`config.mk`:
```
export PLATFORM = sky130hd
export DESIGN_NAME = agu_core
export DESIGN_NICKNAME = d
export VERILOG_FILES = /design/src/rtl/agu_pkg.sv /design/src/rtl/agu_scale.sv /design/src/rtl/agu_operand.sv /design/src/rtl/agu_core.sv
export SDC_FILE = /design/constraint.sdc
export NUM_CORES = 1
export LEC_CHECK = 0
export BUFFER_PORTS_ARGS = -buffer_cell sky130_fd_sc_hd__buf_2
export CAP_MARGIN = 20
export CORE_ASPECT_RATIO = 1.4
export CORE_MARGIN = 2
export CORE_UTILIZATION = 58
export DETAILED_ROUTE_END_ITERATION = 6
export HOLD_SLACK_MARGIN = 0.1
export PLACE_DENSITY = 0.95
export REMOVE_ABC_BUFFERS = 1
export SYNTH_ARGS = -nofsm -noshare
export SYNTH_HDL_FRONTEND = slang
export SYNTH_SLANG_ARGS = --single-unit
export TNS_END_PERCENT = 100
```
`constraint.sdc`:
```
create_clock -name clk_i -period 1.7 [get_ports clk_i]
set_clock_uncertainty 0.2 [all_clocks]
set_input_delay 0.255 -clock clk_i [delete_from_list [all_inputs] [get_ports clk_i]]
set_output_delay 0.255 -clock clk_i [all_outputs]
set_load 0.03 [all_outputs]
```
`src/rtl/agu_pkg.sv`:
```
package agu_pkg;
  localparam int unsigned ADDR_W    = 32;
  localparam int unsigned DISP_W    = 12;
  localparam int unsigned SCALE_W   = 3;
  localparam int unsigned MAX_SHIFT = 4;

  typedef enum logic [1:0] {
    MODE_REG  = 2'b00,
    MODE_BD   = 2'b01,
    MODE_BISD = 2'b10,
    MODE_IPR  = 2'b11
  } agu_mode_e;
endpackage

```
`src/rtl/agu_scale.sv`:
```
module agu_scale #(
  parameter int unsigned W         = 32,
  parameter int unsigned SCALE_W   = 3,
  parameter int unsigned MAX_SHIFT = 4
) (
  input  logic [W-1:0]       idx_i,
  input  logic [SCALE_W-1:0] scale_i,
  output logic [W-1:0]       scaled_o,
  output logic               ok_o
);
  localparam int unsigned NCAND = MAX_SHIFT + 1;

  logic [W-1:0] cand [NCAND];

  for (genvar s = 0; s < NCAND; s++) begin : g_cand
    assign cand[s] = idx_i << s;
  end

  always_comb begin
    scaled_o = '0;
    for (int s = 0; s < NCAND; s++) begin
      if (scale_i == SCALE_W'(s)) scaled_o = cand[s];
    end
  end

  assign ok_o = (scale_i <= SCALE_W'(MAX_SHIFT));
endmodule

```
`src/rtl/agu_operand.sv`:
```
module agu_operand
  import agu_pkg::*;
#(
  parameter int unsigned W      = ADDR_W,
  parameter int unsigned DISP_W = agu_pkg::DISP_W
) (
  input  agu_mode_e         mode_i,
  input  logic [W-1:0]      base_i,
  input  logic [W-1:0]      scaled_i,
  input  logic [DISP_W-1:0] disp_i,
  input  logic [W-1:0]      ip_i,
  output logic [W-1:0]      term_a_o,
  output logic [W-1:0]      term_b_o,
  output logic [W-1:0]      term_c_o
);
  localparam int unsigned EXT_W = W - DISP_W;

  logic [W-1:0] disp_ext;
  assign disp_ext = {{EXT_W{disp_i[DISP_W-1]}}, disp_i};

  always_comb begin
    term_a_o = base_i;
    term_b_o = '0;
    term_c_o = '0;
    unique case (mode_i)
      MODE_REG:  ;
      MODE_BD:   term_c_o = disp_ext;
      MODE_BISD: begin
        term_b_o = scaled_i;
        term_c_o = disp_ext;
      end
      MODE_IPR: begin
        term_a_o = ip_i;
        term_c_o = disp_ext;
      end
      default: ;
    endcase
  end
endmodule

```
`src/rtl/agu_core.sv`:
```
module agu_core
  import agu_pkg::*;
(
  input  logic                clk_i,
  input  logic                rst_ni,
  input  logic                valid_i,
  input  logic [1:0]          mode_i,
  input  logic [ADDR_W-1:0]   base_i,
  input  logic [ADDR_W-1:0]   index_i,
  input  logic [SCALE_W-1:0]  scale_i,
  input  logic [DISP_W-1:0]   disp_i,
  input  logic [ADDR_W-1:0]   ip_i,
  output logic                valid_o,
  output logic [ADDR_W-1:0]   addr_o,
  output logic                bad_mode_o
);
  agu_mode_e        mode;
  logic [ADDR_W-1:0] scaled, term_a, term_b, term_c, sum;
  logic              scale_ok, bad_d;
  logic              valid_q, bad_q;
  logic [ADDR_W-1:0] addr_q;

  assign mode = agu_mode_e'(mode_i);

  agu_scale #(
    .W(ADDR_W), .SCALE_W(SCALE_W), .MAX_SHIFT(MAX_SHIFT)
  ) u_scale (
    .idx_i   (index_i),
    .scale_i (scale_i),
    .scaled_o(scaled),
    .ok_o    (scale_ok)
  );

  agu_operand #(.W(ADDR_W), .DISP_W(DISP_W)) u_opnd (
    .mode_i  (mode),
    .base_i  (base_i),
    .scaled_i(scaled),
    .disp_i  (disp_i),
    .ip_i    (ip_i),
    .term_a_o(term_a),
    .term_b_o(term_b),
    .term_c_o(term_c)
  );

  // modulo 2^W by truncation
  assign sum   = term_a + term_b + term_c;
  assign bad_d = (mode == MODE_BISD) && !scale_ok;

  always_ff @(posedge clk_i or negedge rst_ni) begin
    if (!rst_ni) begin
      valid_q <= 1'b0;
      addr_q  <= '0;
      bad_q   <= 1'b0;
    end else begin
      valid_q <= valid_i;
      if (valid_i) begin
        addr_q <= bad_d ? '0 : sum;
        bad_q  <= bad_d;
      end
    end
  end

  assign valid_o    = valid_q;
  assign addr_o     = addr_q;
  assign bad_mode_o = bad_q;
endmodule

```
==> results by group, run 1 <==
CTS
  • CTS buffer count: 5
  • H-tree levels: 2
  • Root buffer cell: clkbuf_16
  • Clk sink count: 34
  • Clk buf depth: 2

Floorplan
  • Vert. Die Dim: 114 um
  • Top-Level Pins: 150
  • Initial Util: 59.0%
  • Die Wd: 82.7 um
  • Row count: 40

Global route
  • First-pass GRT wire length: ~57 mm
  • GR Overflow Total: roughly 180
  • GR Util All Layers: 81.8%
  • Vias in the first global route: 9520
  • Largest net degree at the start of global routing: 35

Yosys
  • Sequential share of the synthesized area: roughly 17%
  • Number of flops mapped to enable cells by yosys: 0
  • Syn. warnings: 0
  • Syn_area_per_cell: 8.57 um2
  • Post-synth top flop: dfrtp_1
  • Top cells by area, synth: dfrtp_1, fa_1, mux2i_1
  • Async set or reset register ratio after synthesis: 100%
  • Area leader, netlist: dfrtp_1
  • FF+latch count, synth: 34
  • Yosys cell types: between 50 and 60
  • Syn Inst Count: 586
  • Cell area after synthesis: 0.00502 mm2
  • Top cell type's share of synthesized area: 16.9%

Run status
  • Run Error: [ERROR GRT-0116] Global routing finished with congestion. Check the congestion regions in the DRC Viewer.
  • Status: aborted with a tool error
  • Failed at: global routing (5_1_grt)

Placed design
  • IO buf count: 149
  • RePlAce Congestion: roughly 1.0
  • Dpl cell area: between 0.006 and 0.007 mm2
  • Placed cell count: roughly 940
  • Placement Setup Slack: -2670 ps
  • Final HPWL DP: roughly 15 mm
-- per-layer routing --
layer / global-route usage, % / overflow
met5: 7.06 / 0
met4: 94.3 / 70
met3: 60.5 / 0
met2: 101 / 114
met1: 78.5 / 0
-- what timing repair did --
item / in CTS
pin swaps: 103
endpoints found under the setup margin: 32
hold buffers: 2
endpoints found under the hold margin: 35
resized for setup: 215
gates cloned: 2
buffers inserted: 40
-- per-stage QoR --
step / setup TNS (ps) / util [%]
after CTS: -45960 / 97.4
after detailed placement: -67230 / 80.2
after global placement: -60580 / 80.2
after floorplan: -79760 / -
-- cell usage after synthesis, types with 2 or more instances --
cell type,instances
inv_1,75
mux2i_1,61
a22oi_1,52
nand2_1,37
dfrtp_1,34
fa_1,32
a21oi_1,31
ha_1,30
a22o_1,25
clkbuf_1,22
nor2_1,22
xnor2_1,17
a21o_1,15
o21ai_0,14
buf_1,11
nand3_1,8
xor2_1,8
nand4_1,7
a31oi_1,6
nor2b_1,6
o211ai_1,6
a2111oi_0,4
o21a_1,4
a2111o_1,3
a211oi_1,3
a221o_1,3
a311o_1,3
and3_1,3
buf_2,3
nor3_1,3
and2_1,2
mux2_2,2
nand3b_1,2
nor3b_1,2
o21ai_2,2
o21bai_1,2
o22ai_1,2
o32ai_1,2
or2_2,2
-- cell families after synthesis --
| kind of cell | synth area share (%) |
|---|---|
| fa+ha+maj | 20.4 |
| compound gates | 27.6 |
| buf+inv | 8.37 |
| simple gates | 9.66 |
| xor+xnor | 4.36 |
| flops | 16.9 |
| mux | 12.6 |
==> run 2, diff against run 1 <==
--- a/config.mk
+++ b/config.mk
@@ -7,12 +7,10 @@
 export LEC_CHECK = 0
 export BUFFER_PORTS_ARGS = -buffer_cell sky130_fd_sc_hd__buf_2
 export CAP_MARGIN = 20
-export CORE_ASPECT_RATIO = 1.4
 export CORE_MARGIN = 2
-export CORE_UTILIZATION = 58
+export CORE_UTILIZATION = 40
 export DETAILED_ROUTE_END_ITERATION = 6
-export HOLD_SLACK_MARGIN = 0.1
-export PLACE_DENSITY = 0.95
+export PLACE_DENSITY_LB_ADDON = 0.15
 export REMOVE_ABC_BUFFERS = 1
 export SYNTH_ARGS = -nofsm -noshare
 export SYNTH_HDL_FRONTEND = slang
==> run 2 against run 1 <==
  * The flow now finishes, with violations (negative setup slack)
  * Synthesized cell count did not move
  * Synthesized area did not move
==> results by group, run 2 <==
Critical path
  • Most frequent CP cell: o211ai_1
  • RR Endpoint: addr_o[28]$_DFFE_PN0P_
  • Crit path max-delay family: compound AO/OA/AOI/OAI gates
  • Worst-path fanout max: 6
  • CP Data Arrival Time: 3600 ps
  • Critical path's slowest cell: fa_1
  • Worst path depth: 17
  • Slowest stage delay, CP: 530 ps
  • CP Launch Type: input port
  • Crit end category: flop
  • Worst reg2reg startpoint: addr_o[28]$_DFFE_PN0P_
  • Worst R2R Path Depth: 2
  • Worst setup endpoint: addr_o[30]$_DFFE_PN0P_
  • Worst path bufs/invs: 2
  • Worst Path Required: between 1500 and 2000 ps
  • Worst path cell trace: buf_12 -> nand2b_4 -> a31oi_4 -> a22oi_1 -> o22ai_1 -> o211ai_1 -> fa_1 -> inv_2 -> ha_4 -> nand3_2 -> nor2_4 -> o31ai_4 -> a21boi_2 -> a21oi_2 -> o41a_1 -> a2111o_1 -> o211ai_1
  • Critical path type: input port to flop
  • Critical path origin: scale_i[0]
  • Slack of the worst reg-to-reg path: 660 ps

Yosys
  • Top cells by count, synth: inv_1, mux2i_1, a22oi_1, nand2_1, dfrtp_1
  • Post-synth top flop: dfrtp_1
  • FF+latch count, synth: 34
  • Top cells by area, synth: dfrtp_1, fa_1, mux2i_1
  • Cell area after synthesis: between 0.005 and 0.006 mm2
  • Sequential share of the synthesized area: 16.9%
  • Number of flops mapped to enable cells by yosys: 0
  • Async set or reset register ratio after synthesis: 100%
  • Top-count cell post-synth: inv_1
  • Area leader, netlist: dfrtp_1
  • Syn_area_per_cell: roughly 8.6 um2
  • Syn. warnings: 0
  • Top cell type's share of synthesized area: ~17%
  • Yosys cell types: just under 60
  • Syn Inst Count: 586

Placed design
  • IO buf count: roughly 150
  • Final HPWL DP: 13.5 mm
  • Placement Setup Slack: -2620 ps
  • RePlAce Congestion: 0.930

Cells and area
  • Seq. cell area: 851 um2
  • Fraction of layout instances using a drive strength above 1: 52.2%
  • Finished Core Util: 68.5%
  • Largest register FFs: 32
  • Most common cell after layout, fill and taps aside: buf_4
  • Diodes inserted: 0
  • Commonest cells after routing, fill and taps aside: buf_4, buf_2, inv_1
  • Nets: 1058
  • Fillers: 978
  • Multi-input gate area: 0.00453 mm2
  • P&R area growth vs syn: 65.2%

Floorplan
  • Die area: between 0.01 and 0.015 mm2
  • Initial Util: 41.5%
  • Core footprint: 0.0121 mm2
  • Top-Level Pins: 150
  • Vert. Die Dim: 116 um
  • Row count: 40
  • Die Wd: 116 um

Global route
  • First-pass GRT wire length: 28.0 mm
  • Largest net degree at the start of global routing: 35
  • GR Overflow Total: 0
  • Initial antenna violation count: 0
  • Vias in the first global route: 5680
  • GR Util All Layers: 26.6%

Routing
  • DRC Markers: 0
  • Via/cell ratio: 5.33
  • DRT iter0 DRCs: between 200 and 300
  • Post-DR wirelength/cell: 16.9 um
  • Via Count: 5590
  • Drt first pass iters: 4
  • Post-Route WL: roughly 18 mm
  • ANT nets after route: 0

CTS
  • Clk buf depth: 2
  • Root buffer cell: clkbuf_16
  • Clk sink count: 34
  • TritonCTS clock tree: yes
  • Clock transition at path regs: 60 ps
  • CTS buffer count: 5
  • Clock latency at the later pin of the worst-skew pair: 290 ps
  • H-tree levels: 2

Run status
  • Failing checks: negative setup slack
  • Status: finished with violations

Power
  • Peak VDD IR: about 0.44 mV
  • Pwr dens: 841 mW/mm2
  • Leakage: 4.20 nW

Timing
  • Worst slew margin: 63.7%
  • Max Clk Rate: around 280 MHz
  • Max-slew violation count: 0
  • Worst Setup Slack, final: -1890 ps
  • Final Hold Fails: 0
  • Clock period minus worst slack: 3590 ps
  • Final period util: 211%
  • Setup violations, final: 31
  • Worst slew pin tran: between 500 and 600 ps
  • RSZ-0062 raised after global routing: true

Min path
  • Hold Crit Class: input port to flop

Run
  • MaxCap Viol Count: 0
[run 2: cell type report]
| type | instances | area share, % |
|---|---|---|
| multi-input cells | 441 | 54.6 |
| repair buffers | 323 | 27.6 |
| flip-flops and latches | 34 | 10.3 |
| inverters | 75 | 3.39 |
| well taps | 168 | 2.53 |
| clock buffers | 5 | 1.51 |
| clock inverters | 2 | 0.121 |
[run 2: kinds of logic after synthesis]
| kind of cell | Yosys count | synth area share [%] |
|---|---|---|
| xor+xnor | 25 | 4.36 |
| flops | 34 | 16.9 |
| fa+ha+maj | 63 | 20.4 |
| compound gates | 189 | 27.6 |
| mux | 63 | 12.6 |
| simple gates | 101 | 9.66 |
| buf+inv | 111 | 8.37 |
[run 2: worst min path at each step]
stage,startpoint,endpoint,slack [ps],cells past startpoint
finish,valid_i,addr_o[31]$_DFFE_PN0P_,120,2
global route,valid_i,addr_o[31]$_DFFE_PN0P_,120,2
CTS,valid_i,addr_o[31]$_DFFE_PN0P_,120,2
detailed placement,rst_ni,addr_o[12]$_DFFE_PN0P_,140,2
global placement,rst_ni,addr_o[9]$_DFFE_PN0P_,130,2
floorplan,rst_ni,addr_o[0]$_DFFE_PN0P_,-240,0
[run 2: per-stage QoR]
step                instance area (um2)  TNS (ps)  cells  hold slack (ps)  power [mW]
global placement                   7000    -64400   1010              132        5.16
finish                             8300    -47230   1048              122        6.98
global route                       8300    -50260   1048              123        7.45
detailed placement                 7000    -66710   1010              141        5.22
floorplan                          4880    -79760    550             -241        3.60
CTS                                8170    -44370   1044              119        6.82
[run 2: metal layers]
layer,vias up,share of wire [%],GRT usage [%]
met3,22,4.2,3.50
li1,2727,-,-
met2,156,50,46.8
met4,0,1.7,6.51
met1,2685,45,34.7
met5,-,0,0
[run 2: power breakdown]
group / internal (mW) / switching [mW] / total [mW]
sequential: 1.08 / 0.147 / 1.22
combinational: 2.31 / 2.53 / 4.84
clock: 0.530 / 0.382 / 0.912
total: 3.92 / 3.06 / 6.98
[run 2: what timing repair did]
action,CTS,global route
endpoints found under the hold margin,34,0
hold buffers,1,0
gates resized for setup,166,23
buffers inserted,30,7
pin swaps,115,31
gates cloned,1,0
endpoints found under the setup margin,32,31
Power figures use the tool's default switching activity.
==> run 3, diff against run 2 <==
--- a/config.mk
+++ b/config.mk
@@ -5,6 +5,7 @@
 export SDC_FILE = /design/constraint.sdc
 export NUM_CORES = 1
 export LEC_CHECK = 0
+export ABC_AREA = 1
 export BUFFER_PORTS_ARGS = -buffer_cell sky130_fd_sc_hd__buf_2
 export CAP_MARGIN = 20
 export CORE_MARGIN = 2
==> run 3 against run 2 <==
  * The flow still finishes with violations (negative setup slack)
  * Largest cell class unchanged
  * Die area up 15%
  * Sequential power down 5%
  * Clock power down 2.6%
  * Non-clock buffer count up 36
  * Register-to-register slack better by 80 ps
  * Critical endpoint is now addr_o[19]$_DFFE_PN0P_
  * Setup slack better by 390 ps
  * Hold slack better by 100 ps
  * Highest routed layer unchanged
  * Flip-flop and latch count unchanged
==> results by group, run 3 <==
Run status
  • Status: finished with violations
  • Failing checks: negative setup slack

CTS
  • TritonCTS clock tree: yes
  • Clk buf depth: 2
  • CTS buffer count: 5
  • Clock transition at path regs: approximately 50 ps
  • Root buffer cell: clkbuf_16
  • Clock latency at the later pin of the worst-skew pair: 280 ps
  • H-tree levels: 2
  • Clk sink count: 34

Routing
  • Post-DR wirelength/cell: roughly 16 um
  • Post-Route WL: 23.2 mm
  • ANT nets after route: 0
  • Drt first pass iters: 7
  • Via/cell ratio: 5.35
  • DRT iter0 DRCs: 455
  • DRC Markers: 0
  • Via Count: approximately 7600

Timing
  • Worst slew pin tran: 461 ps
  • Worst hold margin: around 220 ps
  • Worst slew margin: 69.3%
  • Worst Setup Slack, final: -1500 ps
  • Setup violations, final: 32
  • Max-slew violation count: 0
  • RSZ-0062 raised after global routing: true
  • Final period util: 188%
  • Max Clk Rate: about 310 MHz
  • Final Hold Fails: 0
  • Clock period minus worst slack: between 3000 and 4000 ps

Yosys
  • Top cells by area, synth: nand2_1, dfrtp_1, fa_1
  • Top cell type's share of synthesized area: 16.0%
  • Post-synthesis mux area share: 5.39%
  • Top-count cell post-synth: nand2_1
  • Area leader, netlist: nand2_1
  • Sequential share of the synthesized area: 14.7%
  • Largest family of logic cells by synthesized area: simple AND/OR/NAND/NOR gates
  • Yosys cell types: 40
  • Cell area after synthesis: 0.00578 mm2
  • Syn Inst Count: 906
  • Post-synth top flop: dfrtp_1
  • Post-Synth Simple-Gate Area: 29.0%
  • Adder-Cell Fraction of Synth Area: 17.6%
  • Top cells by count, synth: nand2_1, inv_1, nor2_1, a21oi_1, nand3_1
  • Async set or reset register ratio after synthesis: 100%
  • FF+latch count, synth: 34
  • Syn_area_per_cell: 6.38 um2
  • Post-synthesis xor/xnor area fraction: less than 1%
  • Number of flops mapped to enable cells by yosys: 0
  • Syn. warnings: 0
  • Compound-Gate Fraction of Synth Area: slightly above 20%

Critical path
  • Critical path's slowest cell: fa_2
  • Critical path type: input port to flop
  • Worst-path fanout max: 7
  • CP Data Arrival Time: between 3000 and 4000 ps
  • Worst path cell trace: buf_12 -> nor2_4 -> nand2_4 -> buf_8 -> clkinv_8 -> buf_6 -> a211oi_2 -> o21ai_1 -> o211ai_1 -> fa_2 -> inv_2 -> ha_4 -> a21oi_2 -> buf_4 -> nand3_4 -> nand2_2 -> nand2_4 -> nand2_2 -> nand2_2 -> nor2_1 -> o21ai_1
  • Slowest stage delay, CP: 580 ps
  • Crit end category: flop
  • Worst path bufs/invs: 6
  • CP Launch Type: input port
  • Crit path max-delay family: simple AND/OR/NAND/NOR gates
  • Most frequent CP cell: nand2_2
  • Worst Path Required: 1660 ps

Power
  • Peak VDD IR: ~0.45 mV
  • Leakage: 5.29 nW
  • Pwr dens: 762 mW/mm2

Global route
  • GR Overflow Total: 0
  • Initial antenna violation count: 0
  • GR Util All Layers: between 20% and 30%
  • Vias in the first global route: 7335
  • Largest net degree at the start of global routing: 35
  • First-pass GRT wire length: between 30 and 40 mm

Placed design
  • Placement Setup Slack: -1960 ps
  • RePlAce Congestion: 0.998
  • Final HPWL DP: 16.1 mm
  • IO buf count: 149
  • Placed cell count: 1375

Floorplan
  • Core footprint: around 0.014 mm2
  • Die Wd: 124 um
  • Top-Level Pins: 150
  • Row count: 43
  • Initial Util: 41.3%
  • Vert. Die Dim: 124 um
  • Die area: 0.0154 mm2

Cells and area
  • Diodes inserted: 0
  • Final std cells w/o fill: 1425
  • P&R area growth vs syn: 74.9%
  • Largest register FFs: 32
  • Fraction of layout instances using a drive strength above 1: 52.4%
  • Most common cell after layout, fill and taps aside: nand2_1
  • Nets: 1424
  • Commonest cells after routing, fill and taps aside: nand2_1, buf_4, buf_2

Min path
  • Hold Crit Class: input port to flop

Run
  • MaxCap Viol Count: 0
[run 3: cell types whose count changed after synthesis, sizes merged, moves of 31 or more]
| cell | delta |
|---|---|
| nand2 | +218 |
| inv | +81 |
| a22oi | -52 |
| o21ai | +46 |
| nor2 | +45 |
| nand3 | +40 |
| mux2i | -31 |
[run 3: what timing repair did]
action | CTS | global route
setup endpoints to repair | 32 | 32
cloned | 5 | 1
endpoints found under the hold margin | 35 | 0
setup buffers | 28 | 11
pin swaps | 134 | 51
hold buffers | 2 | 0
gates resized for setup | 315 | 98
[run 3: layer usage]
layer	GRT usage, %	wire length [um]	share of wire [%]
met1	35.7	9650	42
met2	47.8	11200	48
met3	2.80	1470	6.3
met4	10.1	857	3.7
met5	0	0	0
[run 3: power by group]
group / internal, mW / leakage, nW / switching [mW]
Sequential: 1.04 / 0.415 / 0.124
Clock: 0.565 / 0.0688 / 0.323
Combinational: 2.45 / 4.80 / 3.21
[run 3: path summary, 6_finish.rpt]
path,start,to,slack (ps),cells after the start
setup / recovery,scale_i[1],addr_o[19]$_DFFE_PN0P_,-1500,21
hold / removal,disp_i[0],addr_o[0]$_DFFE_PN0P_,220,4
setup reg to reg,addr_o[1]$_DFFE_PN0P_,addr_o[1]$_DFFE_PN0P_,740,1
hold reg to reg,addr_o[13]$_DFFE_PN0P_,addr_o[13]$_DFFE_PN0P_,260,2
max in group asynchronous,rst_ni,addr_o[26]$_DFFE_PN0P_,620,3
min in group asynchronous,rst_ni,addr_o[4]$_DFFE_PN0P_,340,3
[run 3: through the flow]
| step | area, um2 | setup TNS (ps) | power (mW) | util (%) |
|---|---|---|---|---|
| finish | 10100 | -40120 | 7.71 | 72.3 |
| global route | 10100 | -44860 | 8.20 | 72.3 |
| CTS | 9690 | -36840 | 7.19 | 69.2 |
| detailed placement | 8000 | -55200 | 5.12 | 57.2 |
| global placement | 8000 | -53350 | 5.09 | 57.2 |
| floorplan | 5630 | -61710 | 3.45 | - |
[run 3: kinds of logic after synthesis]
| logic type | count (synthesis) |
|---|---|
| multiplexers | 31 |
| adder cells (fa/ha/maj) | 62 |
| flip-flops | 34 |
| XOR/XNOR | 1 |
| AO/OA/AOI/OAI | 196 |
| buffers and inverters | 184 |
| AND/OR/NAND/NOR | 398 |
[run 3: final cells by class]
| cell class | count | area (um2) |
|---|---|---|
| multi-input combinational | 688 | 5530 |
| timing repair inverter | 1 | 16.3 |
| sequential | 34 | 851 |
| timing repair buffer | 359 | 2720 |
| clock buffer | 6 | 139 |
| fill | 1108 | 3870 |
| inverter | 157 | 627 |
| tap | 180 | 225 |
[run 3: worst min-delay path, cell delays in order]
cell     delay, ps
buf_2          100
nand2_1         70
fa_1           170
o21ai_1         70
